$ cat config.mk
export PLATFORM = sky130hd
export DESIGN_NAME = scl_rate_divider
export DESIGN_NICKNAME = d
export VERILOG_FILES = /design/src/rtl/sclr_pkg.sv /design/src/rtl/sclr_lin_stage.sv /design/src/rtl/sclr_pow_stage.sv /design/src/rtl/sclr_phase_seq.sv /design/src/rtl/scl_rate_divider.sv
export SDC_FILE = /design/constraint.sdc
export NUM_CORES = 1
export LEC_CHECK = 0
export BUFFER_PORTS_ARGS = -buffer_cell sky130_fd_sc_hd__buf_2
export CAP_MARGIN = 20
export CORE_UTILIZATION = 40
export DETAILED_ROUTE_END_ITERATION = 12
export SYNTH_ARGS = -nofsm -noshare
export SYNTH_HDL_FRONTEND = slang
export SYNTH_SLANG_ARGS = --single-unit
$ cat constraint.sdc
create_clock -name clk -period 3.4 [get_ports clk]
set_input_delay 0.34 -clock clk [delete_from_list [all_inputs] [get_ports clk]]
set_output_delay 0.34 -clock clk [all_outputs]
set_load 0.01 [all_outputs]
$ cat src/rtl/sclr_pkg.sv
package sclr_pkg;

    localparam int TICKS_PER_PERIOD = 10;
    localparam int PHASE_W          = 4;
    localparam int LAST_PHASE       = TICKS_PER_PERIOD - 1;

    localparam int FALL_PHASE   = 0;
    localparam int SHIFT_PHASE  = 2;
    localparam int RISE_PHASE   = 5;
    localparam int SAMPLE_PHASE = 7;

    localparam int DEF_M = 4;
    localparam int DEF_N = 4;

    typedef struct packed {
        logic fall;
        logic shift;
        logic rise;
        logic sample;
    } mark_t;

    function automatic mark_t decode_marks(input logic [PHASE_W-1:0] ph);
        mark_t r;
        r.fall   = (ph == PHASE_W'(FALL_PHASE));
        r.shift  = (ph == PHASE_W'(SHIFT_PHASE));
        r.rise   = (ph == PHASE_W'(RISE_PHASE));
        r.sample = (ph == PHASE_W'(SAMPLE_PHASE));
        return r;
    endfunction

    function automatic logic [PHASE_W-1:0] next_phase(input logic [PHASE_W-1:0] ph);
        return (ph == PHASE_W'(LAST_PHASE)) ? '0 : ph + 1'b1;
    endfunction

endpackage

$ cat src/rtl/sclr_lin_stage.sv
module sclr_lin_stage #(
    parameter int M_W = 4
) (
    input  logic           clk,
    input  logic           rst,
    input  logic           run,
    input  logic [M_W-1:0] m_lim,
    output logic           carry
);
    logic [M_W-1:0] cnt;

    always_ff @(posedge clk) begin
        if (rst || !run) begin
            cnt <= '0;
        end else if (cnt == m_lim) begin
            cnt <= '0;
        end else begin
            cnt <= cnt + 1'b1;
        end
    end

    assign carry = run && (cnt == m_lim);

    // linear count never passes its limit
    p_lin_bound_r1: assert property (@(posedge clk) disable iff (rst)
        cnt <= m_lim);

    // a halted stage is parked at zero
    p_lin_park_r8: assert property (@(posedge clk) disable iff (rst)
        !run |=> (cnt == '0));
endmodule

$ cat src/rtl/sclr_pow_stage.sv
module sclr_pow_stage #(
    parameter int N_W = 3
) (
    input  logic           clk,
    input  logic           rst,
    input  logic           run,
    input  logic           step,
    input  logic [N_W-1:0] n_sel,
    output logic           wrap
);
    localparam int PW = 1 << N_W;

    logic [PW-1:0] cnt;
    logic [PW:0]   span;
    logic [PW-1:0] last;

    assign span = (PW+1)'(2) << n_sel;
    assign last = PW'(span - 1'b1);

    always_ff @(posedge clk) begin
        if (rst || !run) begin
            cnt <= '0;
        end else if (step) begin
            cnt <= (cnt == last) ? '0 : cnt + 1'b1;
        end
    end

    assign wrap = step && (cnt == last);

    // power-of-two count stays inside 2^(n+1)
    p_pow_bound_r1: assert property (@(posedge clk) disable iff (rst)
        cnt <= last);

    // the stage advances only on a carry from the linear stage
    p_pow_step_r1: assert property (@(posedge clk) disable iff (rst)
        (run && !step) |=> $stable(cnt));
endmodule

$ cat src/rtl/sclr_phase_seq.sv
module sclr_phase_seq
    import sclr_pkg::*;
(
    input  logic               clk,
    input  logic               rst,
    input  logic               run,
    input  logic               wrap,
    output logic               period_end,
    output logic               tick,
    output logic [PHASE_W-1:0] tick_phase,
    output mark_t              marks,
    output logic               scl_level
);
    logic [PHASE_W-1:0] upcoming;

    assign period_end = wrap && (upcoming == PHASE_W'(LAST_PHASE));

    always_ff @(posedge clk) begin
        if (rst || !run) begin
            upcoming   <= '0;
            tick       <= 1'b0;
            tick_phase <= '0;
            marks      <= '0;
            scl_level  <= 1'b1;
        end else begin
            tick  <= wrap;
            marks <= wrap ? decode_marks(upcoming) : '0;
            if (wrap) begin
                tick_phase <= upcoming;
                upcoming   <= next_phase(upcoming);
                if (upcoming == PHASE_W'(FALL_PHASE)) scl_level <= 1'b0;
                if (upcoming == PHASE_W'(RISE_PHASE)) scl_level <= 1'b1;
            end
        end
    end

    // reported index stays within one period
    p_phase_range_r5: assert property (@(posedge clk) disable iff (rst)
        tick_phase <= PHASE_W'(LAST_PHASE));

    // markers are exclusive and only ride on a tick
    p_mark_excl_r6: assert property (@(posedge clk) disable iff (rst)
        $onehot0(marks));
    p_mark_on_tick_r6: assert property (@(posedge clk) disable iff (rst)
        (marks != '0) |-> tick);

    // bus level follows the fall and rise markers
    p_scl_fall_r7: assert property (@(posedge clk) disable iff (rst)
        marks.fall |-> !scl_level);
    p_scl_rise_r7: assert property (@(posedge clk) disable iff (rst)
        marks.rise |-> scl_level);

    // halted sequencer is quiet and keeps SCL high
    p_halt_quiet_r8: assert property (@(posedge clk) disable iff (rst)
        !run |=> (!tick && scl_level && tick_phase == '0));
endmodule

$ cat src/rtl/scl_rate_divider.sv
module scl_rate_divider
    import sclr_pkg::*;
#(
    parameter int M_W   = 4,
    parameter int N_W   = 3,
    parameter int M_RST = DEF_M,
    parameter int N_RST = DEF_N
) (
    input  logic               clk,
    input  logic               rst,
    input  logic               halt,
    input  logic [M_W+N_W-1:0] rate_cfg,
    output logic               tick,
    output logic [PHASE_W-1:0] tick_phase,
    output logic               scl_fall,
    output logic               sda_shift,
    output logic               scl_rise,
    output logic               sda_sample,
    output logic               scl_level
);
    localparam int CFG_W = M_W + N_W;

    logic [M_W-1:0] m_act;
    logic [N_W-1:0] n_act;
    logic           run;
    logic           carry;
    logic           wrap;
    logic           period_end;
    mark_t          marks;

    assign run = !halt;

    always_ff @(posedge clk) begin
        if (rst) begin
            m_act <= M_W'(M_RST);
            n_act <= N_W'(N_RST);
        end else if (halt || period_end) begin
            m_act <= rate_cfg[CFG_W-1:N_W];
            n_act <= rate_cfg[N_W-1:0];
        end
    end

    sclr_lin_stage #(.M_W(M_W)) u_lin (
        .clk   (clk),
        .rst   (rst),
        .run   (run),
        .m_lim (m_act),
        .carry (carry)
    );

    sclr_pow_stage #(.N_W(N_W)) u_pow (
        .clk   (clk),
        .rst   (rst),
        .run   (run),
        .step  (carry),
        .n_sel (n_act),
        .wrap  (wrap)
    );

    sclr_phase_seq u_seq (
        .clk        (clk),
        .rst        (rst),
        .run        (run),
        .wrap       (wrap),
        .period_end (period_end),
        .tick       (tick),
        .tick_phase (tick_phase),
        .marks      (marks),
        .scl_level  (scl_level)
    );

    assign scl_fall   = marks.fall;
    assign sda_shift  = marks.shift;
    assign scl_rise   = marks.rise;
    assign sda_sample = marks.sample;

    // the active setting moves only at a period boundary or while halted
    p_cfg_hold_r4: assert property (@(posedge clk) disable iff (rst)
        (!halt && !period_end) |=> ($stable(m_act) && $stable(n_act)));

    // a released halt yields no tick in the very next cycle
    p_release_gap_r9: assert property (@(posedge clk) disable iff (rst)
        halt |=> !tick);
endmodule

==> results of run 1 <==
path summary, 6_finish.rpt:
check | from | slack (ns) | cells past startpoint | to
setup / recovery | n_act[1] | 0.56 | 7 | u_seq.tick_phase[1]
hold reg to reg | u_seq.tick_phase[0] | 0.46 | 2 | u_seq.tick_phase[0]
hold / removal | rate_cfg[5] | 0.31 | 3 | m_act[2]
setup reg to reg | n_act[1] | 0.56 | 7 | u_seq.tick_phase[1]
layer usage:
layer	global-route usage	up-vias	share of wire
li1	-	716	-
met1	0.237	642	0.49
met2	0.271	35	0.46
met3	0.0543	2	0.039
met4	0.0536	0	0.0049
met5	0	-	0
registers in the layout, summed over array words and instances (netlist names):
name	count
u_pow.cnt	8
m_act	4
u_lin.cnt	4
u_seq.marks	4
u_seq.tick_phase	4
u_seq.upcoming	4
n_act	3
u_seq.scl_level	1
u_seq.tick	1
worst max-delay path: cells and delay by family (launching register included):
family	cells	cell delay [ns]
fa+ha+maj	1	0.29
xor+xnor	1	0.24
flops	1	0.42
simple gates	3	1.45
compound gates	1	0.20
mux	1	0.14
through the flow:
| stage | utilization | instances | instance area (µm²) | total power, W | hold WS, ns |
|---|---|---|---|---|---|
| after global placement | 0.453 | 251 | 1880 | 0.000483 | 0.446 |
| final | 0.470 | 257 | 1950 | 0.000742 | 0.309 |
| after floorplan | - | 194 | 1780 | 0.000473 | 0.441 |
| after detailed placement | 0.453 | 251 | 1880 | 0.000487 | 0.450 |
| after global routing | 0.470 | 257 | 1950 | 0.000783 | 0.313 |
| after CTS | 0.470 | 257 | 1950 | 0.000753 | 0.305 |
final cells by class:
class,instances,area share
Multi-Input combinational cell,148,0.539
Tap cell,50,0.0321
Clock buffer,5,0.0353
Timing Repair Buffer,20,0.0526
Clock inverter,1,0.00257
Sequential cell,33,0.339
cells by family after synthesis:
family / after synthesis
buf+inv: 13
flops: 33
mux: 14
xor+xnor: 20
fa+ha+maj: 3
compound gates: 16
simple gates: 95
synthesized netlist by cell type:
master,instances,area share
nand2_1,17,0.036
a21oi_1,2,0.0056
nor2_4,1,0.0063
clkbuf_1,9,0.019
buf_2,1,0.0028
xnor2_1,14,0.069
a22o_1,1,0.0049
nor3b_1,2,0.0084
o31ai_1,3,0.013
or4b_1,1,0.0056
and4b_1,1,0.0056
dfxtp_1,33,0.37
o22ai_4,1,0.011
nand3_1,4,0.011
xor2_2,1,0.0091
a31oi_1,2,0.0070
nor4_1,4,0.014
or4_4,2,0.013
o41ai_1,1,0.0049
nand2b_1,12,0.042
nand3b_1,1,0.0042
or4_1,2,0.0084
and3_1,3,0.011
or3_1,5,0.018
or2_2,1,0.0035
nor2b_1,4,0.014
ha_1,3,0.021
a31oi_4,1,0.012
buf_6,3,0.019
a311oi_2,1,0.0084
nand4bb_1,1,0.0063
mux2i_1,14,0.079
o21ai_0,1,0.0028
nor3_1,15,0.042
nand4_1,3,0.011
o211ai_1,2,0.0084
nor4b_1,4,0.020
nor2_1,12,0.025
xor2_1,5,0.025
o22a_1,1,0.0049
power by group through the flow:
stage	Combinational, W	Clock, W	Sequential [W]
final	0.0000745	0.000264	0.000404
after global routing	0.0000832	0.000295	0.000405
after CTS	0.0000747	0.000275	0.000404
after detailed placement	0.0000743	0	0.000413
after global placement	0.0000721	0	0.000411
after floorplan	0.0000666	0	0.000406
==> summary.md, run 1 <==
| Metric | Value |
|---|---|
| Ratio of cells with drive above 1 in the final layout | `0.164` |
| Required @ worst endpoint | `3.57 ns` |
| Largest stage delay, worst path | `0.57 ns` |
| Part of the power in the clock network | `0.355` |
| Placer Congestion | `0.803` |
| Antenna violations before repair | `0` |
| # rows | `23` |
| Clock Sink Count | `33` |
| Maximum clock frequency | `352 MHz` |
| Total negative slack | `0 ns` |
| Post-synthesis simple-gate area fraction | `0.304` |
| Multi-input gate area | `1050 µm²` |
| DRT iter0 DRCs | `135` |
| Via count | `1,395` |
| Synth warn | `0` |
| Clock Skew | `0.00644 ns` |
| CTS tree | `done` |
| Peak VDD IR | `212 µV` |
| Power share of the sequential group | `0.544` |
| Detail Placement HPWL | `2.54 mm` |
| Slew headroom | `0.576` |
| Static leakage | `0.731 nW` |
| Mean Syn Cell Area | `9.19 µm²` |
| Die Height | `68.8 µm` |
| Num ports | `20` |
| Crit. End Element | `flop` |
| Max Cap Viol | `0` |
| Detail Route Antenna Nets | `0` |
| Outcome | `complete, no violations` |
| GR Util All Layers | `0.177` |
| Fraction of the mapped netlist area in adder cells | `0.0211` |
| Crit path kind | `flop to flop` |
| Logic pwr share | `0.100` |
| Routed Wire Length | `3.49 mm` |
| ANT cells | `0` |
| Final Max Slew Viols | `0` |
| Count of final setup violators | `0` |
| Final min period | `2.84 ns` |
| P_sw | `0.000184 W` |
| HP Class | `input pin to flop` |
| Largest family of logic cells by synthesized area | `simple AND/OR/NAND/NOR gates` |
| Via density | `5.43` |
| Die width | `68.8 µm` |
| Starting Density | `0.430` |
| Wire per inst | `13.6 µm` |
| Worst skew pair latency | `0.28 ns` |
| Final net count | `221` |
| Gate Count Post-Synth | `194` |
| Core area | `4140 µm²` |
| Port bufs | `19` |
| Crit path max fanout | `12` |
| Post-route setup slack | `0.558 ns` |
| Sw Ratio | `0.248` |
| CTS resizes | `0` |
| Most frequent cells in the layout | `33 x dfxtp_1, 19 x buf_2, 17 x nand2_1` |
| Post-synthesis instance area | `1780 µm²` |
| Post-CTS setup buffer count | `0` |
| Sequential cell area | `661 µm²` |
| Largest net degree at the start of global routing | `20` |
| Register bit total from synthesis | `33` |
| Ordered cell list for the critical path | `or3_1, ha_1, or4b_1, o211ai_1, xor2_2, or4_4, mux2i_1` |
| Post-CTS Hold Buffers | `0` |
| Pwr Density | `381 nW/µm²` |
| Tcrit/Tclk final | `0.836` |
| Slowest cell on crit path | `or4_4` |
| Root buf cell | `clkbuf_8` |
| Yosys cell types | `40` |
| Remaining Overflow, GRT | `0` |
| Internal power | `0.000559 W` |
| RSZ-0062 raised after global routing | `false` |
| Full die area | `4730 µm²` |
| Syn-to-layout area delta | `9.33%` |
| Maximum clock insertion buffer count | `2` |
| Compound-Gate Fraction of Synth Area | `0.0828` |
| Worst-margin pin slew | `0.634 ns` |
| First-pass GRT wire length | `6.15 mm` |
| Vias in the first global route | `1,255` |
| Arrival time worst endpoint | `3.01 ns` |
| Fill count | `420` |
| H-tree depth | `2` |
| Drc violations | `0` |
| Mux cell area share after synthesis | `0.0786` |
| Hold Vio Cnt, Final | `0` |
| Nets in the synthesized netlist | `207` |
| Worst-path clk slew | `0.06 ns` |
| DR pass1 iterations | `4` |
| CP Launch Type | `flop` |
| TritonCTS Buffers | `5` |
| Commonest non-fill, non-tap cell in the layout | `dfxtp_1` |
| Synth Area in XOR/XNOR | `0.102` |
| Post-Place Setup Slack | `0.556 ns` |
| Sequential area share after synthesis | `0.371` |
Power figures use the tool's default switching activity.
==> run 2, diff against run 1 <==
clock period = 2.9 ns   (was 3.4 ns; I/O delays follow)
==> run 2 against run 1 <==
Global-route usage decreased by 0.37 points. Worst setup slack got worse by 0.37 ns. Hold slack got worse by 0.063 ns. Via count about the same. Cell count increased by 1.9%. First-iteration DRC count decreased by 28%. Wire length decreased by 1.3%. Sequential share of layout area decreased by 1.2 points. Die area unchanged. Critical path depth unchanged. Sequential power increased by 16%. Combinational power increased by 31%. Largest power group unchanged. Highest routed layer unchanged.
==> summary.md, run 2 (synthesized netlist as in run 1, its figures left out) <==
| Metric | Value |
|---|---|
| Fill count | `391 (-6.9%)` |
| Count of final setup violators | `0 (unchanged)` |
| Slew headroom | `0.670 (+0.0945)` |
| Max Cap Viol | `0 (unchanged)` |
| Utilization after layout | `0.487 (+0.0169)` |
| Drc violations | `0 (unchanged)` |
| Syn-to-layout area delta | `13.3%` |
| Num ports | `20 (unchanged)` |
| Commonest non-fill, non-tap cell in the layout | `dfxtp_1` |
| Largest stage delay, worst path | `0.58 ns (about the same)` |
| Antenna violations before repair | `0 (unchanged)` |
| Static leakage | `0.763 nW (+4.4%)` |
| Hold WS | `0.245 ns (-0.0634 ns)` |
| HP Class | `input pin to flop` |
| Die Height | `68.8 µm (unchanged)` |
| Port bufs | `19 (unchanged)` |
| Ratio of cells with drive above 1 in the final layout | `0.184 (+0.0197)` |
| H-tree depth | `2 (unchanged)` |
| Final min period | `2.71 ns (-0.129 ns)` |
| DRT iter0 DRCs | `97 (-28%)` |
| CTS resizes | `0 (unchanged)` |
| Post-DP Area | `1900 µm² (+1.2%)` |
| Biggest register | `u_pow.cnt` |
| Crit. End Element | `flop` |
| TritonCTS Buffers | `5 (unchanged)` |
| Final Max Slew Viols | `0 (unchanged)` |
| P_sw | `0.000233 W (+27%)` |
| Arrival time worst endpoint | `2.89 ns (-0.12 ns)` |
| Part of the power in the clock network | `0.443 (+0.088)` |
| Detail Route Antenna Nets | `0 (unchanged)` |
| Post-CTS setup buffer count | `0 (unchanged)` |
| Via density | `5.33 (-1.8%)` |
| Root buf cell | `clkbuf_8` |
| Ordered cell list for the critical path | `or3_1, ha_1, xor2_1, mux2i_1, o22ai_4, or4_4, mux2i_1` |
| Most frequent cells in the layout | `33 x dfxtp_1, 19 x buf_2, 17 x nand2_1` |
| Power share of the sequential group | `0.460 (-0.084)` |
| Routed Wire Length | `3.45 mm (-1.3%)` |
| Starting Density | `0.430 (unchanged)` |
| Total negative slack | `0 ns (unchanged)` |
| Die width | `68.8 µm (unchanged)` |
| Maximum clock frequency | `369 MHz (+4.7%)` |
| Cell mode on critical path | `mux2i_1` |
| Logic pwr share | `0.096 (-0.004)` |
| Placer Congestion | `0.809 (+0.73%)` |
| Sw Ratio | `0.230 (-0.0178)` |
| RSZ-0062 raised after global routing | `false` |
| Slowest cell on crit path | `or4_4` |
| Detail Placement HPWL | `2.51 mm (-0.97%)` |
| Final net count | `224 (+1.4%)` |
| Cell total after placement | `254 (+1.2%)` |
| Pwr Density | `502 nW/µm² (+32%)` |
| CTS tree | `done` |
| Outcome | `complete, no violations` |
| Clock Sink Count | `33 (unchanged)` |
| Largest net degree at the start of global routing | `20 (unchanged)` |
| ANT cells | `0 (unchanged)` |
| Full die area | `4730 µm² (unchanged)` |
| Max reg flops | `8 (unchanged)` |
| Wire per inst | `13.1 µm (-3.1%)` |
| Crit path max fanout | `10 (-2)` |
| Vias in the first global route | `1,306 (+4.1%)` |
| # rows | `23 (unchanged)` |
| Post-route cell area | `2020 µm² (+3.6%)` |
| Tcrit/Tclk final | `0.936 (+0.0998)` |
| Final std cells w/o fill | `262 (+1.9%)` |
| Peak VDD IR | `209 µV (-1.6%)` |
| Remaining Overflow, GRT | `0 (unchanged)` |
| First-pass GRT wire length | `5.90 mm (-4.1%)` |
| Worst-path clk slew | `0.07 ns (about the same)` |
| DR pass1 iterations | `4 (unchanged)` |
| Hold Vio Cnt, Final | `0 (unchanged)` |
| CP Launch Type | `flop` |
| Via count | `1,396 (+0.072%)` |
| Post-CTS Hold Buffers | `0 (unchanged)` |
| Required @ worst endpoint | `3.08 ns (-0.49 ns)` |
| Core area | `4140 µm² (unchanged)` |
| Maximum clock insertion buffer count | `2 (unchanged)` |
| Worst skew pair latency | `0.29 ns (about the same)` |
| GR Util All Layers | `0.173 (-0.00368)` |
| Crit path kind | `flop to flop` |
| Clock Skew | `0.0126 ns (+0.00615 ns)` |
| Worst-margin pin slew | `0.491 ns (-0.143 ns)` |
| Internal power | `0.000781 W (+40%)` |
run 2: path summary, 6_finish.rpt:
path | startpoint | to | slack, ns | cells past startpoint
min | rate_cfg[1] | n_act[1] | 0.25 | 3
max reg2reg | n_act[0] | u_seq.upcoming[0] | 0.19 | 7
max | n_act[0] | u_seq.upcoming[0] | 0.19 | 7
min reg2reg | u_seq.tick_phase[1] | u_seq.tick_phase[1] | 0.46 | 2
run 2: area by class of cell:
| type | count | area (µm²) | area share |
|---|---|---|---|
| Tap cell | 50 | 62.6 | 0.0310 |
| Clock buffer | 7 | 86.3 | 0.0428 |
| Clock inverter | 1 | 30.0 | 0.0149 |
| Sequential cell | 33 | 661 | 0.327 |
| Timing Repair Buffer | 23 | 125 | 0.0620 |
| Multi-Input combinational cell | 148 | 1050 | 0.522 |
run 2: through the flow:
stage | total power (W) | worst slack [ns]
floorplan | 0.000555 | 0.171
detailed placement | 0.000575 | 0.0328
finish | 0.00101 | 0.186
global route | 0.00106 | 0.0602
CTS | 0.00103 | 0.0341
global placement | 0.000572 | 0.169
run 2: metal layers:
metal,part of all wire,global-route usage,routed length (µm),vias to the layer above
met1,0.48,0.210,1650,623
li1,-,-,-,729
met4,0.013,0.0893,46,0
met2,0.46,0.273,1570,39
met3,0.053,0.0543,182,5
met5,0,0,0,-
run 2: critical path, delay by kind of cell (launching register included):
| family | cells | cell delay [ns] |
|---|---|---|
| simple gates | 2 | 0.96 |
| mux | 2 | 0.53 |
| xor+xnor | 1 | 0.33 |
| flops | 1 | 0.31 |
| fa+ha+maj | 1 | 0.29 |
| compound gates | 1 | 0.18 |
run 2: power groups by stage:
stage	clock (W)	sequential, W	combinational (W)
final	0.000450	0.000467	0.0000977
after global routing	0.000484	0.000468	0.000109
after global placement	0	0.000477	0.0000954
after floorplan	0	0.000477	0.0000780
after detailed placement	0	0.000477	0.0000978
after CTS	0.000461	0.000467	0.0000980
==> run 3, diff against run 2 <==
ABC_CLOCK_PERIOD_IN_PS = 2900   (was not set)
CELL_PAD_IN_SITES_DETAIL_PLACEMENT = 0   (was not set)
CELL_PAD_IN_SITES_GLOBAL_PLACEMENT = 1   (was not set)
PLACE_DENSITY_LB_ADDON = 0.1   (was not set)
==> run 3 against run 2 <==
Non-clock buffer count did not move. Clock power rose by 1%. Critical path type unchanged. Clock skew fell by 0.0049 ns. Count of clock-buffer cells in the layout did not move.
==> summary.md, run 3 (synthesized netlist as in run 1, its figures left out) <==
| Metric | Value |
|---|---|
| Outcome | `complete, no violations` |
| Detail Route Antenna Nets | `0 (unchanged)` |
| Final min period | `2.73 ns (+0.0137 ns)` |
| Sw Ratio | `0.235 (+0.00485)` |
| ANT cells | `0 (unchanged)` |
| Total negative slack | `0 ns (unchanged)` |
| Power share of the sequential group | `0.457 (-0.003)` |
| Hold path cells | `3 (unchanged)` |
| Remaining Overflow, GRT | `0 (unchanged)` |
| Most frequent cells in the layout | `33 x dfxtp_1, 19 x buf_2, 17 x nand2_1` |
| Largest stage delay, worst path | `0.59 ns (about the same)` |
| RSZ-0062 raised after global routing | `false` |
| Worst-margin pin slew | `0.507 ns (+0.0164 ns)` |
| Max reg flops | `8 (unchanged)` |
| Antenna violations before repair | `0 (unchanged)` |
| Die Height | `68.8 µm (unchanged)` |
| Wire per inst | `13.5 µm (+2.5%)` |
| Max Cap Viol | `0 (unchanged)` |
| Required @ worst endpoint | `3.09 ns (about the same)` |
| Routed Wire Length | `3.53 mm (+2.5%)` |
| Root buf cell | `clkbuf_8` |
| Slowest cell on crit path | `or4_4` |
| Full die area | `4730 µm² (unchanged)` |
| Via count | `1,425 (+2.1%)` |
| H-tree depth | `2 (unchanged)` |
| TritonCTS Buffers | `5 (unchanged)` |
| Crit path kind | `flop to flop` |
| Largest net degree at the start of global routing | `20 (unchanged)` |
| R2R depth | `7 (unchanged)` |
| Worst-path clk slew | `0.07 ns (about the same)` |
| Crit. End Element | `flop` |
| Hold Vio Cnt, Final | `0 (unchanged)` |
| Biggest register | `u_pow.cnt` |
| Detail Placement HPWL | `2.55 mm (+1.4%)` |
| DRT iter0 DRCs | `91 (-6.2%)` |
| Port bufs | `19 (unchanged)` |
| Slew headroom | `0.661 (-0.00982)` |
| DR pass1 iterations | `4 (unchanged)` |
| CTS tree | `done` |
| Ratio of cells with drive above 1 in the final layout | `0.184 (unchanged)` |
| # rows | `23 (unchanged)` |
| Placer Congestion | `0.772 (-4.6%)` |
| HP Class | `input pin to flop` |
| Tcrit/Tclk final | `0.940 (+0.00473)` |
| GR Util All Layers | `0.175 (+0.00211)` |
| Final Max Slew Viols | `0 (unchanged)` |
| Clock Sink Count | `33 (unchanged)` |
| Static leakage | `0.763 nW (unchanged)` |
| Crit path max fanout | `10 (unchanged)` |
| Vias in the first global route | `1,277 (-2.2%)` |
| Utilization after layout | `0.487 (unchanged)` |
| Arrival time worst endpoint | `2.91 ns (+0.02 ns)` |
| P_sw | `0.000239 W (+2.8%)` |
| Num ports | `20 (unchanged)` |
| Via density | `5.44 (+2.1%)` |
| Die width | `68.8 µm (unchanged)` |
| Worst skew pair latency | `0.29 ns (about the same)` |
| Commonest non-fill, non-tap cell in the layout | `dfxtp_1` |
| Internal power | `0.000781 W (about the same)` |
| Peak VDD IR | `328 µV (+57%)` |
| Pwr Density | `505 nW/µm² (+0.63%)` |
| Clock Skew | `0.00768 ns (-0.00490 ns)` |
| Drc violations | `0 (unchanged)` |
| Part of the power in the clock network | `0.445 (+0.002)` |
| First-pass GRT wire length | `5.97 mm (+1.2%)` |
| Syn-to-layout area delta | `13.3% (unchanged)` |
| Final net count | `224 (unchanged)` |
| CP Launch Type | `flop` |
| Maximum clock frequency | `367 MHz (-0.50%)` |
| Ordered cell list for the critical path | `or3_1, ha_1, xor2_1, mux2i_1, o22ai_4, or4_4, mux2i_1` |
| Cell mode on critical path | `mux2i_1` |
| Maximum clock insertion buffer count | `2 (unchanged)` |
| Count of final setup violators | `0 (unchanged)` |
| Logic pwr share | `0.097 (about the same)` |
| Core area | `4140 µm² (unchanged)` |
| Post-CTS Hold Buffers | `0 (unchanged)` |
| Starting Density | `0.430 (unchanged)` |
run 3: metal layers:
metal | global-route usage | wire length, µm | vias to the layer above
met1 | 0.219 | 1780 | 670
li1 | - | - | 720
met2 | 0.272 | 1530 | 27
met3 | 0.0641 | 155 | 8
met4 | 0.0689 | 64 | 0
met5 | 0 | 0 | -
run 3: worst paths after layout:
path	start	to	slack, ns
min reg2reg	u_seq.tick_phase[1]	u_seq.tick_phase[1]	0.46
max reg2reg	n_act[0]	u_seq.tick_phase[0]	0.17
max	n_act[0]	u_seq.tick_phase[0]	0.17
min	rate_cfg[3]	m_act[0]	0.25
run 3: critical path, delay by kind of cell, from the launching register on:
kind / cells / cell delay, ns
AND/OR/NAND/NOR: 2 / 0.96
multiplexers: 2 / 0.55
XOR/XNOR: 1 / 0.33
flip-flops: 1 / 0.31
adder cells (fa/ha/maj): 1 / 0.29
AO/OA/AOI/OAI: 1 / 0.19
run 3: power groups by stage:
stage                     clock [W]  combinational (W)  sequential [W]
after floorplan                   0          0.0000780        0.000477
after global placement            0          0.0000969        0.000477
after detailed placement          0          0.0000990        0.000477
after CTS                  0.000463          0.0000992        0.000467
after global routing       0.000481           0.000111        0.000467
final                      0.000455          0.0000993        0.000467
run 3: per-stage QoR:
stage / hold slack (ns) / worst slack, ns / cells / power [W] / area (µm²)
2_1_floorplan: 0.441 / 0.171 / 194 / 0.000555 / 1780
3_3_place_gp: 0.442 / 0.162 / 254 / 0.000574 / 1900
3_5_place_dp: 0.459 / 0.00586 / 254 / 0.000576 / 1900
4_1_cts: 0.243 / 0.00369 / 262 / 0.00103 / 2010
5_1_grt: 0.250 / 0.0483 / 262 / 0.00106 / 2020
6_report: 0.248 / 0.173 / 262 / 0.00102 / 2020
run 3: area by class of cell:
cell class              count  area, µm²
repair buffers             23        125
clock buffers               7       86.3
flip-flops and latches     33        661
clock inverters             1       30.0
multi-input cells         148       1050
fillers                   407       2120
well taps                  50       62.6
run 3: repair_timing:
action / 4_1_cts / 5_1_grt
gates resized for setup: 0 / 1
setup buffers: 0 / 0
setup endpoints to repair: 0 / 7
